--- src/rtl/rob_pkg.sv ---
package rob_pkg;
    typedef enum logic [1:0] {
        RB_EMPTY  = 2'd0,
        RB_ACTIVE = 2'd1,
        RB_FULL   = 2'd2
    } rob_state_e;
endpackage

--- src/rtl/rob_ctrl.sv ---
module rob_ctrl
    import rob_pkg::*;
#(
    parameter int DEPTH = 8,
    parameter int TAG_W = $clog2(DEPTH)
) (
    input  logic             clk,
    input  logic             rst_n,
    input  logic             flush,
    input  logic             alloc_req,
    input  logic             head_done,
    output logic             alloc_fire,
    output logic             retire_fire,
    output logic [TAG_W-1:0] head,
    output logic [TAG_W-1:0] tail,
    output logic             full,
    output logic             empty
);
    localparam logic [TAG_W-1:0] LAST = TAG_W'(DEPTH - 1);

    rob_state_e state_q, state_d;
    logic [TAG_W-1:0] head_d, tail_d;

    function automatic logic [TAG_W-1:0] bump(input logic [TAG_W-1:0] p);
        return (p == LAST) ? '0 : p + 1'b1;
    endfunction

    assign alloc_fire  = alloc_req && (state_q != RB_FULL) && !flush;
    assign retire_fire = head_done && !flush;

    always_comb begin
        head_d  = retire_fire ? bump(head) : head;
        tail_d  = alloc_fire ? bump(tail) : tail;
        state_d = state_q;
        if (flush) begin
            state_d = RB_EMPTY;
            head_d  = '0;
            tail_d  = '0;
        end else begin
            unique case (state_q)
                RB_EMPTY:  if (alloc_fire) state_d = RB_ACTIVE;
                RB_ACTIVE: begin
                    if (alloc_fire && !retire_fire && tail_d == head)
                        state_d = RB_FULL;
                    else if (retire_fire && !alloc_fire && head_d == tail)
                        state_d = RB_EMPTY;
                end
                RB_FULL:   if (retire_fire) state_d = RB_ACTIVE;
                default:   state_d = RB_EMPTY;
            endcase
        end
    end

    always_ff @(posedge clk or negedge rst_n) begin
        if (!rst_n) begin
            state_q <= RB_EMPTY;
            head    <= '0;
            tail    <= '0;
        end else begin
            state_q <= state_d;
            head    <= head_d;
            tail    <= tail_d;
        end
    end

    always_comb begin
        full  = (state_q == RB_FULL);
        empty = (state_q == RB_EMPTY);
    end
endmodule

--- src/rtl/rob_store.sv ---
module rob_store #(
    parameter int DEPTH  = 8,
    parameter int TAG_W  = $clog2(DEPTH),
    parameter int DATA_W = 16,
    parameter int AREG_W = 3
) (
    input  logic                          clk,
    input  logic                          rst_n,
    input  logic                          flush,
    input  logic                          alloc_fire,
    input  logic [TAG_W-1:0]              tail,
    input  logic [AREG_W-1:0]             alloc_areg,
    input  logic                          retire_fire,
    input  logic [TAG_W-1:0]              head,
    input  logic                          wb_valid,
    input  logic [TAG_W-1:0]              wb_tag,
    input  logic [DATA_W-1:0]             wb_data,
    output logic [DEPTH-1:0]              live,
    output logic [DEPTH-1:0]              done,
    output logic [DEPTH-1:0][AREG_W-1:0]  areg,
    output logic [DEPTH-1:0][DATA_W-1:0]  data
);
    for (genvar i = 0; i < DEPTH; i++) begin : g_entry
        logic is_tail, is_head, is_wb;
        assign is_tail = alloc_fire  && (tail == TAG_W'(i));
        assign is_head = retire_fire && (head == TAG_W'(i));
        assign is_wb   = wb_valid    && (wb_tag == TAG_W'(i)) && live[i];

        always_ff @(posedge clk or negedge rst_n) begin
            if (!rst_n) begin
                live[i] <= 1'b0;
                done[i] <= 1'b0;
                areg[i] <= '0;
                data[i] <= '0;
            end else if (flush) begin
                live[i] <= 1'b0;
                done[i] <= 1'b0;
            end else if (is_tail) begin
                live[i] <= 1'b1;
                done[i] <= 1'b0;
                areg[i] <= alloc_areg;
            end else if (is_head) begin
                live[i] <= 1'b0;
                done[i] <= 1'b0;
            end else if (is_wb) begin
                done[i] <= 1'b1;
                data[i] <= wb_data;
            end
        end
    end
endmodule

--- src/rtl/rob_core.sv ---
module rob_core #(
    parameter int DEPTH  = 8,
    parameter int DATA_W = 16,
    parameter int AREG_W = 3,
    localparam int TAG_W = $clog2(DEPTH)
) (
    input  logic              clk,
    input  logic              rst_n,
    input  logic              flush,
    input  logic              alloc_valid,
    input  logic [AREG_W-1:0] alloc_areg,
    output logic              alloc_ready,
    output logic [TAG_W-1:0]  alloc_tag,
    input  logic              wb_valid,
    input  logic [TAG_W-1:0]  wb_tag,
    input  logic [DATA_W-1:0] wb_data,
    input  logic [TAG_W-1:0]  rd_tag,
    output logic              rd_done,
    output logic [DATA_W-1:0] rd_data,
    output logic              commit_valid,
    output logic [AREG_W-1:0] commit_areg,
    output logic [DATA_W-1:0] commit_data,
    output logic              full,
    output logic              empty
);
    logic alloc_fire, retire_fire, head_done;
    logic [TAG_W-1:0] head, tail;
    logic [DEPTH-1:0] live, done;
    logic [DEPTH-1:0][AREG_W-1:0] areg;
    logic [DEPTH-1:0][DATA_W-1:0] data;

    assign head_done = live[head] && done[head];

    rob_ctrl #(.DEPTH(DEPTH), .TAG_W(TAG_W)) u_ctrl (
        .clk, .rst_n, .flush,
        .alloc_req(alloc_valid), .head_done,
        .alloc_fire, .retire_fire,
        .head, .tail, .full, .empty
    );

    rob_store #(.DEPTH(DEPTH), .TAG_W(TAG_W), .DATA_W(DATA_W), .AREG_W(AREG_W)) u_store (
        .clk, .rst_n, .flush,
        .alloc_fire, .tail, .alloc_areg,
        .retire_fire, .head,
        .wb_valid, .wb_tag, .wb_data,
        .live, .done, .areg, .data
    );

    assign alloc_ready  = !full && !flush;
    assign alloc_tag    = tail;
    assign rd_done      = live[rd_tag] && done[rd_tag];
    assign rd_data      = data[rd_tag];
    assign commit_valid = retire_fire;
    assign commit_areg  = areg[head];
    assign commit_data  = data[head];
endmodule

--- config.mk ---
export PLATFORM = sky130hd
export DESIGN_NAME = rob_core
export DESIGN_NICKNAME = d
export VERILOG_FILES = /design/src/rtl/rob_pkg.sv /design/src/rtl/rob_ctrl.sv /design/src/rtl/rob_store.sv /design/src/rtl/rob_core.sv
export SDC_FILE = /design/constraint.sdc
export NUM_CORES = 1
export LEC_CHECK = 0
export BUFFER_PORTS_ARGS = -buffer_cell sky130_fd_sc_hd__buf_4
export CAP_MARGIN = 10
export CORE_ASPECT_RATIO = 0.7
export CORE_MARGIN = 4
export CORE_UTILIZATION = 54
export DETAILED_ROUTE_END_ITERATION = 10
export PLACE_DENSITY = 0.78
export SYNTH_ARGS = -nofsm -noshare
export SYNTH_HDL_FRONTEND = slang
export SYNTH_SLANG_ARGS = --single-unit
--- constraint.sdc ---
create_clock -name clk -period 3.6 [get_ports clk]
set_input_delay 0.9 -clock clk [delete_from_list [all_inputs] [get_ports clk]]
set_output_delay 0.9 -clock clk [all_outputs]
set_load 0.03 [all_outputs]
==> metrics.cfg <==
[run_status]
outcome = complete, no violations

[power]
power_leakage_nw = 5.19
p_per_area_mw_per_mm2 = 440
peakVddDrop_v = 0.000319

[floorplanning]
die_area_mm2 = 0.0197
chipWidth_um = 166
start_util = 0.551
core_mm2 = 0.0171
core.rowCount = 40
fp.dieH_um = 119
io_pins = 73

[place]
pre_cts_slack_ns = 0.359
port_buffers = 72
gp_congestion = 0.879
place_inst = 954
dp_hpwl_um = 15000

[detailed_routing]
wl_met1_um = 9890
dr_total_vias = 6115
drcViolationCount = 0
wl_per_cell_um = 23.4
first_pass_iters = 5
wl_um = 23000
via_per_inst = 6.20
dr_wl_met3_um = 1790
first_iter_violations = 540
antenna_left = 0
wl_met2_um = 10900
routed.top_layer = met4

[timing]
setup_viol = 0
fin_tns_setup_ns = 0
worst_clock_skew_ns = 0.00713
setup_ws_ns = 0.360
period_minus_slack_ns = 3.24
slew-limit-headroom = 0.470
max_freq_mhz = 309
rsz0062_at_grt = no
maxSlewViolCount = 0
final_hold_viol_count = 0
finalCritPeriodShare = 0.900
worstMarginPinSlew_ns = 0.795

[setup_path]
critical_path_required_ns = 2.70
path_max_fanout = 17
critPathSlowestCell = mux4_2
critPathKind = primary input to output port
r2r_cells = 9
timing.rr.end = u_ctrl.state_q[0]
rr_startpoint = u_ctrl.head[1]
critPathCaptureType = output port
critPathMaxStageDelay_ns = 0.55
crit_arrival_ns = 2.34
crit_chain = buf_4 > buf_12 > mux4_2 > mux2_2 > buf_4
worstSetupStartpointType = primary input
crit_top_cell = buf_4
reg2reg_slack_ns = 0.78

[global_route]
grt_pass1_wl_um = 37000
grt_max_degree = 85
grt_pass1_vias = 6502
grt_overflow = 0
grtUsageTotal = 0.243
antenna_found_initial = 0

[cells_and_area]
final_cells = 986
fin_util = 0.637
syn_to_final_growth_pct = 15.7
layout-drive-gt1-share = 0.493
nNetsFinal = 784
diodes = 0

[cts]
cts_resized = 0
clock_latency_ns = 0.43
post_cts_buffers = 0
clkSinkCount = 176
htreeDepth = 4
cts_buffers = 17
clk_path_buf_depth = 2
holdBufCountCts = 0
cts_root_buf = clkbuf_16
tritoncts = built
path_clk_slew_ns = 0.07

[logic_synthesis]
synthFlopType = dfrtp_1
synth_fp_nets = 713
syn_area_per_cell_um2 = 14.0
syn_area_mm2 = 0.00942
synth_seq_area_share = 0.467
synth_area_leaders = dfrtp_1, mux2_2, mux4_2
synth.distinct_cells = 43
synth_edf_count = 0
synthArstFlopShare = 1.00
netlist.area_leader.share = 0.467
ys_ff_latch = 176
netlist_instances = 671
yosys_warnings = 0
yosys.area.top_type = dfrtp_1

[worst_hold_path]
hold_path_class = primary input to asynchronous set/reset pin

[run]
maxCapViolCount = 0

sequential cells by signal, indices dropped and copies added, names as in the netlist:
name            flops
u_ctrl.head         3
u_ctrl.state_q      2
u_ctrl.tail         3
u_store.areg       24
u_store.data      128
u_store.done        8
u_store.live        8
metrics by stage:
| step | total power [mW] | cell area, µm² | hold WS, ns |
|---|---|---|---|
| 2_1_floorplan | 2.58 | 9420 | 0.470 |
| 3_3_place_gp | 2.82 | 10300 | 0.481 |
| 3_5_place_dp | 2.85 | 10300 | 0.493 |
| 4_1_cts | 4.82 | 10900 | 0.508 |
| 5_1_grt | 4.96 | 10900 | 0.521 |
| 6_report | 4.79 | 10900 | 0.491 |
power by group:
| part | switching, mW | internal (mW) | total (mW) | leakage, nW |
|---|---|---|---|---|
| Clock | 0.765 | 1.21 | 1.98 | 0.314 |
| Sequential | 0.0789 | 2.09 | 2.17 | 2.42 |
| Combinational | 0.334 | 0.314 | 0.647 | 2.46 |
| Total | 1.18 | 3.61 | 4.79 | 5.19 |
how the worst max path moves through the flow:
stage                   start          end  slack, ns  depth (start not counted)
floorplan           rd_tag[0]   rd_data[5]       0.04                          4
global placement    rd_tag[0]   rd_data[2]       0.38                          5
detailed placement  rd_tag[0]   rd_data[9]       0.36                          5
CTS                 rd_tag[0]  rd_data[11]       0.35                          5
global route        rd_tag[0]  rd_data[11]       0.30                          5
finish              rd_tag[0]  rd_data[11]       0.36                          5
cell usage after synthesis, drive strengths merged, types with 3 or more instances:
cell,count
dfrtp,176
mux2,168
nand2,93
mux4,74
buf,30
nor2,19
nand3,15
ha,12
clkbuf,11
a21boi,8
inv,7
mux2i,7
nor2b,7
a21oi,4
a32o,4
and3,4
nand2b,4
xnor2,3
layout make-up:
class / instances / area (µm²)
well taps: 231 / 289
fillers: 1261 / 6210
repair buffers: 93 / 777
clock buffers: 22 / 474
flip-flops and latches: 176 / 4410
clock inverters: 10 / 158
inverters: 8 / 32.5
multi-input cells: 446 / 4770
logic make-up (layout without fill, tap and decap cells):
| family | after synthesis | count (layout) | synth area share |
|---|---|---|---|
| fa+ha+maj | 12 | 12 | 0.0159 |
| flops | 176 | 176 | 0.467 |
| xor+xnor | 4 | 4 | 0.00372 |
| compound gates | 30 | 30 | 0.0275 |
| buf+inv | 49 | 133 | 0.0268 |
| mux | 249 | 249 | 0.389 |
| simple gates | 151 | 151 | 0.0696 |
critical path: cells and delay by family:
family | cells | cell delay, ns
mux | 2 | 0.84
buf+inv | 3 | 0.59
metal layers:
metal	GRT usage	vias up
li1	-	2643
met1	0.352	3196
met2	0.371	236
met3	0.0528	40
met4	0.0778	0
met5	0	-
cell usage in the layout (no fill, tap or decap), drive strengths merged:
cell type	Yosys	routed
xnor2	3	3
a2111oi	1	1
a22oi	1	1
clkbuf	11	22
xor2	1	1
a221oi	1	1
a211oi	2	2
clkinv	1	7
nor3b	2	2
nor3	2	2
inv	7	7
a32o	4	4
mux2i	7	7
o21ai	1	1
o22ai	1	1
mux4	74	74
nand3	15	15
o211a	2	2
a21oi	4	4
o311ai	2	2
nor4b	1	1
nand2	93	93
buf	30	93
or2	1	1
and3	4	4
a21boi	8	8
o32ai	2	2
o22a	1	1
bufinv	0	4
dfrtp	176	176
nand2b	4	4
ha	12	12
mux2	168	168
nor2	19	19
nor2b	7	7
nand4	2	2
and4	1	1
(Power assumes the default switching activity.)
